## config.mk

```make
export PLATFORM = sky130hd
export DESIGN_NAME = grp_irq_ctrl
export DESIGN_NICKNAME = d
export VERILOG_FILES = /design/src/rtl/irqc_pkg.sv /design/src/rtl/irqc_req_bank.sv /design/src/rtl/irqc_cfg_reg.sv /design/src/rtl/irqc_arbiter.sv /design/src/rtl/irqc_readback.sv /design/src/rtl/grp_irq_ctrl.sv
export SDC_FILE = /design/constraint.sdc
export NUM_CORES = 1
export LEC_CHECK = 0
export ABC_AREA = 1
export BUFFER_PORTS_ARGS = -buffer_cell sky130_fd_sc_hd__buf_2
export CAP_MARGIN = 20
export CELL_PAD_IN_SITES_DETAIL_PLACEMENT = 1
export CELL_PAD_IN_SITES_GLOBAL_PLACEMENT = 1
export CORE_AREA = 2 2 262 264
export CTS_CLUSTER_SIZE = 8
export DETAILED_ROUTE_END_ITERATION = 10
export DIE_AREA = 0 0 264 266
export PLACE_DENSITY = 0.78
export SYNTH_ARGS = -nofsm -noshare
export SYNTH_HDL_FRONTEND = slang
export SYNTH_HIERARCHICAL = 1
export SYNTH_SLANG_ARGS = --single-unit
```

## constraint.sdc

```tcl
create_clock -name clk -period 34 [get_ports clk]
set_input_delay 6.8 -clock clk [delete_from_list [all_inputs] [get_ports clk]]
set_output_delay 6.8 -clock clk [all_outputs]
set_load 0.005 [all_outputs]
```

## src/rtl/irqc_pkg.sv

```systemverilog
package irqc_pkg;
    // The byte layouts fix four request lines per group.
    localparam int LINES_PER_GRP = 4;

    typedef enum logic [1:0] {
        OFS_REQ  = 2'd0,
        OFS_CFG  = 2'd1,
        OFS_RSV  = 2'd2,
        OFS_SETN = 2'd3
    } win_ofs_e;

    typedef struct packed {
        logic [LINES_PER_GRP-1:0] set;
        logic [LINES_PER_GRP-1:0] clr;
    } sw_req_t;

    // Turn one window write into set and clear masks for the request bits.
    function automatic sw_req_t decode_req_write(input logic is_nmi, input logic hit,
                                                 input logic [1:0] ofs, input logic [7:0] d);
        sw_req_t r;
        r.set = '0;
        r.clr = '0;
        if (hit) begin
            if (is_nmi) begin
                if (ofs == OFS_REQ)  r.clr = d[LINES_PER_GRP-1:0];
                if (ofs == OFS_SETN) r.set = d[LINES_PER_GRP-1:0];
            end else if (ofs == OFS_REQ) begin
                r.set = d[4 +: LINES_PER_GRP] & d[0 +: LINES_PER_GRP];
                r.clr = ~d[4 +: LINES_PER_GRP] & d[0 +: LINES_PER_GRP];
            end
        end
        return r;
    endfunction
endpackage

```

## src/rtl/irqc_req_bank.sv

```systemverilog
module irqc_req_bank #(
    parameter int N = 4
) (
    input  logic         clk,
    input  logic         rst_n,
    input  logic [N-1:0] hw_set,
    input  logic [N-1:0] sw_set,
    input  logic [N-1:0] sw_clr,
    output logic [N-1:0] req_o
);
    logic [N-1:0] req_q;

    always_ff @(posedge clk or negedge rst_n) begin
        if (!rst_n) req_q <= '0;
        else        req_q <= (req_q & ~sw_clr) | sw_set | hw_set;
    end

    assign req_o = req_q;

    AST_HW_SET_WINS: assert property (@(posedge clk) disable iff (!rst_n)
        (|hw_set) |=> ((req_q & $past(hw_set)) == $past(hw_set)));

    AST_SW_CLEAR: assert property (@(posedge clk) disable iff (!rst_n)
        (|(sw_clr & ~sw_set & ~hw_set)) |=> ((req_q & $past(sw_clr & ~sw_set & ~hw_set)) == '0));
endmodule

```

## src/rtl/irqc_cfg_reg.sv

```systemverilog
module irqc_cfg_reg #(
    parameter int N     = 4,
    parameter int LVL_W = 3
) (
    input  logic             clk,
    input  logic             rst_n,
    input  logic             ld,
    input  logic [LVL_W-1:0] lvl_in,
    input  logic [N-1:0]     en_in,
    output logic [LVL_W-1:0] lvl_o,
    output logic [N-1:0]     en_o
);
    logic [LVL_W-1:0] lvl_q;
    logic [N-1:0]     en_q;

    always_ff @(posedge clk or negedge rst_n) begin
        if (!rst_n) begin
            lvl_q <= '0;
            en_q  <= '0;
        end else if (ld) begin
            lvl_q <= lvl_in;
            en_q  <= en_in;
        end
    end

    assign lvl_o = lvl_q;
    assign en_o  = en_q;

    AST_CFG_LOAD: assert property (@(posedge clk) disable iff (!rst_n)
        ld |=> (lvl_q == $past(lvl_in) && en_q == $past(en_in)));

    AST_CFG_HOLD: assert property (@(posedge clk) disable iff (!rst_n)
        !ld |=> ($stable(lvl_q) && $stable(en_q)));
endmodule

```

## src/rtl/irqc_arbiter.sv

```systemverilog
module irqc_arbiter #(
    parameter int NUM_GROUPS = 31,
    parameter int NUM_NMI    = 2,
    parameter int N          = 4,
    parameter int LVL_W      = 3,
    localparam int GID_W     = $clog2(NUM_GROUPS)
) (
    input  logic [NUM_GROUPS-1:NUM_NMI][N-1:0]     req,
    input  logic [NUM_GROUPS-1:NUM_NMI][N-1:0]     en,
    input  logic [NUM_GROUPS-1:NUM_NMI][LVL_W-1:0] lvl,
    output logic [GID_W-1:0]                       sel_id,
    output logic [LVL_W-1:0]                       sel_lvl,
    output logic                                   any_pend
);
    // Ascending scan with a strict compare: ties go to the lower group,
    // and the starting best of all ones means the lowest priority never wins.
    always_comb begin
        sel_id   = '0;
        sel_lvl  = '1;
        any_pend = 1'b0;
        for (int g = NUM_NMI; g < NUM_GROUPS; g++) begin
            if (|(req[g] & en[g])) begin
                any_pend = 1'b1;
                if (lvl[g] < sel_lvl) begin
                    sel_lvl = lvl[g];
                    sel_id  = GID_W'(g);
                end
            end
        end
    end
endmodule

```

## src/rtl/irqc_readback.sv

```systemverilog
module irqc_readback #(
    parameter int NUM_GROUPS = 31,
    parameter int NUM_NMI    = 2,
    parameter int N          = 4,
    parameter int LVL_W      = 3,
    parameter int ADDR_W     = 8,
    localparam int GID_W     = $clog2(NUM_GROUPS)
) (
    input  logic [ADDR_W-1:0]                      addr,
    input  logic [NUM_GROUPS-1:0][N-1:0]           req,
    input  logic [NUM_GROUPS-1:0][N-1:0]           en,
    input  logic [NUM_GROUPS-1:NUM_NMI][LVL_W-1:0] lvl,
    input  logic [GID_W-1:0]                       acc_id,
    output logic [7:0]                             rdata
);
    logic [GID_W-1:0] gid;
    logic [1:0]       ofs;

    assign gid = addr[GID_W+1:2];
    assign ofs = addr[1:0];

    always_comb begin
        rdata = '0;
        if (addr[ADDR_W-1]) begin
            if (ofs == 2'd0 && (|(req[acc_id] & en[acc_id])))
                rdata = 8'({acc_id, 2'b00});
        end else if (int'(gid) < NUM_GROUPS) begin
            if (int'(gid) < NUM_NMI) begin
                if (ofs == 2'd0) rdata = 8'(req[gid]);
            end else begin
                unique case (ofs)
                    2'd0:    rdata = 8'({req[gid], req[gid] & en[gid]});
                    2'd1:    rdata = 8'({lvl[gid], en[gid]});
                    default: rdata = '0;
                endcase
            end
        end
    end
endmodule

```

## src/rtl/grp_irq_ctrl.sv

```systemverilog
module grp_irq_ctrl #(
    parameter int NUM_GROUPS = 31,
    parameter int NUM_NMI    = 2,
    parameter int LVL_W      = 3,
    parameter int ADDR_W     = 8,
    localparam int N         = irqc_pkg::LINES_PER_GRP,
    localparam int GID_W     = $clog2(NUM_GROUPS),
    localparam int NLINES    = NUM_GROUPS * N
) (
    input  logic              clk,
    input  logic              rst_n,
    input  logic [NLINES-1:0] req_set,
    input  logic [ADDR_W-1:0] addr,
    input  logic              wr_en,
    input  logic [7:0]        wdata,
    output logic [7:0]        rdata,
    input  logic              ack,
    output logic [LVL_W-1:0]  irq_level,
    output logic              nmi_pulse
);
    import irqc_pkg::*;

    logic [NUM_GROUPS-1:0][N-1:0]           req_all;
    logic [NUM_GROUPS-1:0][N-1:0]           en_all;
    logic [NUM_GROUPS-1:NUM_NMI][LVL_W-1:0] lvl_all;
    logic [NUM_NMI-1:0]                     nmi_hit;
    logic [GID_W-1:0]                       sel_id;
    logic [LVL_W-1:0]                       sel_lvl;
    logic                                   any_pend;
    logic [GID_W-1:0]                       acc_q;
    logic                                   nmi_q;
    logic                                   win_wr;

    assign win_wr = wr_en && !addr[ADDR_W-1];

    for (genvar g = 0; g < NUM_GROUPS; g++) begin : g_grp
        logic    hit;
        sw_req_t sw;

        assign hit = win_wr && (addr[GID_W+1:2] == GID_W'(g));
        assign sw  = decode_req_write(g < NUM_NMI, hit, addr[1:0], wdata);

        irqc_req_bank #(.N(N)) u_req (
            .clk    (clk),
            .rst_n  (rst_n),
            .hw_set (req_set[g*N +: N]),
            .sw_set (sw.set),
            .sw_clr (sw.clr),
            .req_o  (req_all[g])
        );

        if (g < NUM_NMI) begin : g_nmi
            assign en_all[g]  = '1;
            assign nmi_hit[g] = |(req_set[g*N +: N] | sw.set);
        end else begin : g_mask
            irqc_cfg_reg #(.N(N), .LVL_W(LVL_W)) u_cfg (
                .clk    (clk),
                .rst_n  (rst_n),
                .ld     (hit && addr[1:0] == OFS_CFG),
                .lvl_in (wdata[4 +: LVL_W]),
                .en_in  (wdata[N-1:0]),
                .lvl_o  (lvl_all[g]),
                .en_o   (en_all[g])
            );
        end
    end

    irqc_arbiter #(.NUM_GROUPS(NUM_GROUPS), .NUM_NMI(NUM_NMI), .N(N), .LVL_W(LVL_W)) u_arb (
        .req      (req_all[NUM_GROUPS-1:NUM_NMI]),
        .en       (en_all[NUM_GROUPS-1:NUM_NMI]),
        .lvl      (lvl_all),
        .sel_id   (sel_id),
        .sel_lvl  (sel_lvl),
        .any_pend (any_pend)
    );

    irqc_readback #(.NUM_GROUPS(NUM_GROUPS), .NUM_NMI(NUM_NMI), .N(N), .LVL_W(LVL_W),
                    .ADDR_W(ADDR_W)) u_rd (
        .addr   (addr),
        .req    (req_all),
        .en     (en_all),
        .lvl    (lvl_all),
        .acc_id (acc_q),
        .rdata  (rdata)
    );

    always_ff @(posedge clk or negedge rst_n) begin
        if (!rst_n) begin
            acc_q <= '0;
            nmi_q <= 1'b0;
        end else begin
            if (ack) acc_q <= sel_id;
            nmi_q <= |nmi_hit;
        end
    end

    assign irq_level = sel_lvl;
    assign nmi_pulse = nmi_q;

    AST_IDLE_LEVEL: assert property (@(posedge clk) disable iff (!rst_n)
        !any_pend |-> irq_level == {LVL_W{1'b1}});

    AST_WINNER_PENDING: assert property (@(posedge clk) disable iff (!rst_n)
        irq_level != {LVL_W{1'b1}} |-> (int'(sel_id) >= NUM_NMI && (|(req_all[sel_id] & en_all[sel_id]))));

    AST_ACK_LATCH: assert property (@(posedge clk) disable iff (!rst_n)
        ack |=> acc_q == $past(sel_id));

    AST_ACC_NO_WRITE: assert property (@(posedge clk) disable iff (!rst_n)
        (wr_en && addr[ADDR_W-1] && !ack) |=> $stable(acc_q));

    AST_NMI_SOURCE: assert property (@(posedge clk) disable iff (!rst_n)
        nmi_pulse |-> $past(|nmi_hit));
endmodule

```

# Yosys cells after proc, flatten, opt, wreduce, memory -nomap -nowiden
# Index checks and enable logic that the tools add are counted.
[op_classes]
n_reduce_logical = 96
n_lt_le_gt_ge = 33
n_bitwise = 160
div = 0
mux = 166
n_addsub = 0
n_eq_ne = 32
n_mul = 0
shifts = 0
[op_table]
columns = ["cell", "count"]
rows = [
  ["5-bit two-way mux", 57],
  ["8-bit two-way mux", 35],
  ["4-bit AND", 64],
  ["4-bit OR", 64],
  ["3-bit two-way mux", 59],
  ["4-bit inverter", 32],
  ["4-bit OR reduction", 30],
  ["3-bit < comparator", 28],
  ["4-bit binary-select mux with 5-bit select", 4],
  ["5-bit == test (second input constant)", 15],
  ["1-bit logical AND", 62],
  ["5-bit by 4-bit == test with 1-bit output (second input constant)", 8],
  ["4-bit two-way mux", 7],
  ["5-bit by 3-bit == test with 1-bit output (second input constant)", 4],
  ["8-bit case mux with 2 select lines", 1],
  ["3-bit binary-select mux with 5-bit select", 1],
  ["5-bit by 6-bit < comparator with 1-bit output (second input constant)", 2],
  ["5-bit by 2-bit == test with 1-bit output (second input constant)", 2],
  ["8-bit OR reduction", 1],
  ["7-bit two-way mux", 1],
  ["5-bit by 1-bit == test with 1-bit output (second input constant)", 1],
  ["5-bit zero test", 1],
  ["5-bit by 2-bit < comparator with 1-bit output (second input constant)", 1],
  ["5-bit < comparator (second input constant)", 1],
  ["other kinds (6)", 6],
]
[word_totals]
register_bits = 333
latchBits = 0
ramBits = 0
out_inout_bits = 12
mem_bits_ro = 0
word_cells = 578
n_memories = 0
input_bits = 144

# Longest topological paths before layout
[logic_depth]
ltp_word = 87
depth_mapped = 214
ltp_nobuf = 214

# Cells and area by module
# Netlist, hierarchy kept.
[by_module_without_submodules]
columns = ["mod", "area_per_inst_um2", "n_inst", "cells_per_inst", "seq_area_each_um2"]
rows = [
  ["irqc_cfg_reg", 269.0, 29, 30, 175.2],
  ["irqc_readback", 5674.2, 1, 1292, 0.0],
  ["irqc_req_bank", 160.2, 31, 20, 100.1],
  ["irqc_arbiter", 4354.2, 1, 705, 0.0],
  ["grp_irq_ctrl", 1873.0, 1, 417, 150.1],
]

# Worst setup path before layout
# No wires, ideal clock.
[synth_timing]
path_type = "register to output"
from = "register g_grp[2].u_req.req_q[3]"
to = "output irq_level[0]"
path_stages_with_launch = 162
slack_ps = 3413
arrival_ps = 23787
t_required_ps = 27200
n_path_buf = 0
cell_sequence = "dfrtp_1 -> nand2_1 -> nand2_1 -> nor2_1 -> nor2_1 -> inv_1 -> ha_1 -> o21bai_1 -> nor2_4 -> nand2_1 -> inv_1 -> o21ai_0 -> inv_1 -> ha_1 -> a21oi_1 -> inv_1 -> nor2_4 -> nand2_2 -> [126 not listed] -> a211oi_1 -> nand2_2 -> nand2_1 -> o21ai_0 -> ha_1 -> inv_1 -> nor2_1 -> nand2_2 -> nand2_2 -> inv_2 -> or2_0 -> o21ai_1 -> inv_1 -> ha_1 -> a211oi_1 -> nand2_4 -> nand2_1 -> nand2_1"
[synth_between]
elab_chain_len = 87
[synth_lines]
columns = ["element", "line", "source"]
rows = [
  ["from (decl)", "irqc_req_bank.sv:11", "logic [N-1:0] req_q;"],
  ["from (signal assigned)", "irqc_req_bank.sv:15", "else req_q <= (req_q & ~sw_clr) | sw_set | hw_set;"],
  ["4-bit AND *", "irqc_arbiter.sv:22", "if (|(req[g] & en[g])) begin"],
  ["4-bit OR reduction *", "irqc_arbiter.sv:22", ""],
  ["3-bit two-way mux *", "irqc_arbiter.sv:22", ""],
  ["3-bit < comparator", "irqc_arbiter.sv:24", "if (lvl[g] < sel_lvl) begin"],
  ["3-bit two-way mux", "irqc_arbiter.sv:24", ""],
  ["3-bit two-way mux *", "irqc_arbiter.sv:22", ""],
  ["3-bit < comparator", "irqc_arbiter.sv:24", ""],
  ["3-bit two-way mux", "irqc_arbiter.sv:24", ""],
  ["[71 not listed]", "-", ""],
  ["3-bit two-way mux", "irqc_arbiter.sv:24", ""],
  ["3-bit two-way mux *", "irqc_arbiter.sv:22", ""],
  ["3-bit < comparator", "irqc_arbiter.sv:24", ""],
  ["3-bit two-way mux", "irqc_arbiter.sv:24", ""],
  ["3-bit two-way mux *", "irqc_arbiter.sv:22", ""],
  ["3-bit < comparator", "irqc_arbiter.sv:24", ""],
  ["3-bit two-way mux", "irqc_arbiter.sv:24", ""],
  ["3-bit two-way mux *", "irqc_arbiter.sv:22", ""],
  ["to (decl)", "grp_irq_ctrl.sv:18", "output logic [LVL_W-1:0] irq_level,"],
]
# Every way passes the cells marked *; elsewhere a longest branch is shown, timed or not.

# Final worst setup path
# Ends and elaborated chain as after synthesis.

==> results_dict.tcl <==
set metrics [dict create \
    cp_data_arrival_time_ns 25.36 \
    syn_area_mm2 0.02460 \
    remaining_global_route_overflow 0 \
    route.detailed.wl_per_inst_um 22.26 \
    hold_path_cell_cnt 2 \
    slew_headroom_pct 26.66 \
    wire_length_of_the_first_global_routing_pass_um 164200 \
    grt.total_usage_pct 30.64 \
    clk_latency_ns 0.60 \
    reg_to_reg_startpoint "g_grp[2].u_req/req_o[3]$_DFF_PN0_" \
    pwr_density_cell_mw_per_mm2 55.86 \
    clk_pin_slew_worst_paths_ns 0.05 \
    timing.clock.skew_ns 0.01473 \
    post_drt_via_cell_ratio 5.417 \
    drc_violation_count_after_routing 0 \
    grt_antenna_before_repair 3 \
    critPathLaunchType "flop" \
    die_w_um 264 \
    worstReg2RegEnd "acc_q[2]$_DFFE_PN0P_" \
    syn2layout_area_growth_pct 11.26 \
    fmaxAchievable_ghz 0.03110 \
    root_buffer "sky130_fd_sc_hd__clkbuf_16" \
    critical-path-top-delay-family "compound AO/OA/AOI/OAI gates" \
    floorplan.die.height_um 266 \
    grt_start_max_net_pins 98 \
    count_of_tritonroute_iterations_in_the_first_routing_pass 5 \
    timing.critical_path.fanout_max 6 \
    gp_congestion 0.9919 \
    reg2reg_setup_slack_ns 9.06 \
    design.die.area_mm2 0.07022 \
    cts_buffers 48 \
    detail_route.wirelength_um 109100 \
    avgSynthCellArea_um2 6.320 \
    critPathMostFrequentCell "sky130_fd_sc_hd__nand2_2" \
    placement.io_buffers 155 \
    max_cap_viol_count 0 \
    fillers 9075 \
    finalNetCount 4236 \
    initial_utilization_pct 36.32 \
    finalMaxSlewViolations 0 \
    cts.htree.levels 2 \
    grt_pass1_vias 26690 \
    worst_ep_required_time_ns 27.20 \
    worst_slew_pin_slew_ns 1.100 \
    design.core.area_mm2 0.06775 \
    setup_viol 0 \
    min_delay_worst_endpoint "g_grp[0].u_req/req_o[3]$_DFF_PN0_" \
    max_stage_delay_ns 0.40 \
    final_period_minus_worst_setup_slack_ns 32.16 \
    tritoncts "done" \
    drt-initial-drc-count 2304 \
    cts_num_sinks 333 \
    number_of_cells_produced_by_synthesis 3893 \
    worst-r2r-cell-count 179 \
    final_area_mm2 0.02738 \
    hpwl_um 76870 \
    crit_slowest_cell "sky130_fd_sc_hd__dfrtp_1" \
    final_hold_viol_count 0 \
    peakVddDrop_mv 0.03084 \
    num_rows 96 \
    critical_path_buf_inv_count 29 \
    dr_total_vias 26550 \
    fin_hold_ws_ns 0.4752 \
    clock_path_buffers 3 \
    power.leakage_nw 14.38 \
    hold_class "flop to flop" \
    final_layout_size_suffix_gt1_share_pct 11.52 \
    hold_start "g_grp[0].u_req/req_o[3]$_DFF_PN0_" \
    setup.worst_path.class "flop to output port" \
    ys_warns 6 \
    placed_area_mm2 0.02582 \
    ant_nets_after_route 0 \
    outcome "finished clean" \
    critPathCaptureType "output port" \
    final.setup.tns_ns 0 \
    ports_placed_on_the_boundary 156 \
    finalCritPeriodShare_pct 94.58 \
    holdBufCountCts 0 \
]
==> state kept, by name, summed over array words and instances, names as in the netlist <==
signal,flops
g_grp.g_mask.u_cfg/lvl_o,87
nmi_pulse,1
g_grp.u_req/req_o,124
acc_q,5
g_grp.g_mask.u_cfg/en_o,116
==> worst register-to-register path, delay by kind of cell, from the launching register on <==
| family | cells | cell delay [ns] |
|---|---|---|
| AO/OA/AOI/OAI | 43 | 7.86 |
| AND/OR/NAND/NOR | 79 | 7.45 |
| adder cells (fa/ha/maj) | 28 | 7.03 |
| buffers and inverters | 28 | 1.79 |
| flip-flops | 1 | 0.40 |
| multiplexers | 1 | 0.29 |
==> power by group <==
| group | switching [mW] | leakage, nW | total [mW] | internal (mW) |
|---|---|---|---|---|
| Clock | 0.187 | 0.628 | 0.442 | 0.255 |
| Combinational | 0.448 | 9.81 | 0.640 | 0.193 |
| Sequential | 0.0354 | 3.95 | 0.447 | 0.412 |
==> per-layer routing <==
| metal | vias up | wire length (um) | GRT usage (%) |
|---|---|---|---|
| met5 | - | 13 | 0 |
| met4 | 2 | 5613 | 14.07 |
| met3 | 281 | 7827 | 5.305 |
| met2 | 976 | 49090 | 49.56 |
| met1 | 13030 | 46540 | 39.98 |
| li1 | 12260 | - | - |
==> how the worst max path moves through the flow <==
stage | from | to | slack [ns] | cells past startpoint
floorplan | g_grp[2].u_req/req_o[3]$_DFF_PN0_ | irq_level[0] | 3.43 | 161
global placement | g_grp[2].u_req/req_o[3]$_DFF_PN0_ | irq_level[1] | 0.92 | 162
detailed placement | g_grp[2].u_req/req_o[3]$_DFF_PN0_ | irq_level[0] | -0.67 | 162
CTS | g_grp[2].u_req/req_o[3]$_DFF_PN0_ | irq_level[0] | 0.003 | 162
global route | g_grp[2].u_req/req_o[3]$_DFF_PN0_ | irq_level[0] | -0.11 | 180
finish | g_grp[2].u_req/req_o[3]$_DFF_PN0_ | irq_level[0] | 1.84 | 179
==> what timing repair did <==
item	4_1_cts	5_1_grt
setup endpoints to repair	3	3
pin swaps	0	18
buffers inserted	0	12
gates resized for setup	10	32
==> layout by cell type, fill, tap and decap left out, drive strengths merged, types with 2 or more instances in the layout <==
| cell type | count |
|---|---|
| a211oi | 27 |
| a21oi | 72 |
| a221oi | 26 |
| a22o | 26 |
| a22oi | 3 |
| a31oi | 4 |
| buf | 200 |
| clkbuf | 55 |
| clkinv | 3 |
| conb | 13 |
| dfrtp | 333 |
| ha | 83 |
| inv | 430 |
| mux2 | 5 |
| nand2 | 1614 |
| nand3 | 219 |
| nand3b | 2 |
| nand4 | 22 |
| nor2 | 632 |
| nor3 | 5 |
| o211ai | 20 |
| o21a | 2 |
| o21ai | 197 |
| o21bai | 3 |
| o22ai | 8 |
| or2 | 8 |
==> layout make-up <==
type / instances / area [um2] / area share, %
antenna: 1 / 2.502 / 0.009141
clock buffer: 55 / 1249 / 4.561
clock inverter: 4 / 27.53 / 0.1005
inverter: 429 / 1614 / 5.896
multi-input combinational: 2997 / 13910 / 50.82
sequential: 333 / 8338 / 30.46
tap: 882 / 1104 / 4.031
timing repair buffer: 200 / 1130 / 4.127
==> through the flow <==
stage,instances,setup WS [ns],power [mW],utilization [%]
global route,4900,-0.1069,1.606,40.41
floorplan,3905,3.425,0.8494,-
detailed placement,4829,-0.6660,1.058,38.12
CTS,4888,0.003485,1.505,40.08
global placement,4829,0.9194,1.040,38.12
finish,4901,1.844,1.529,40.41
(Power assumes the default switching activity.)
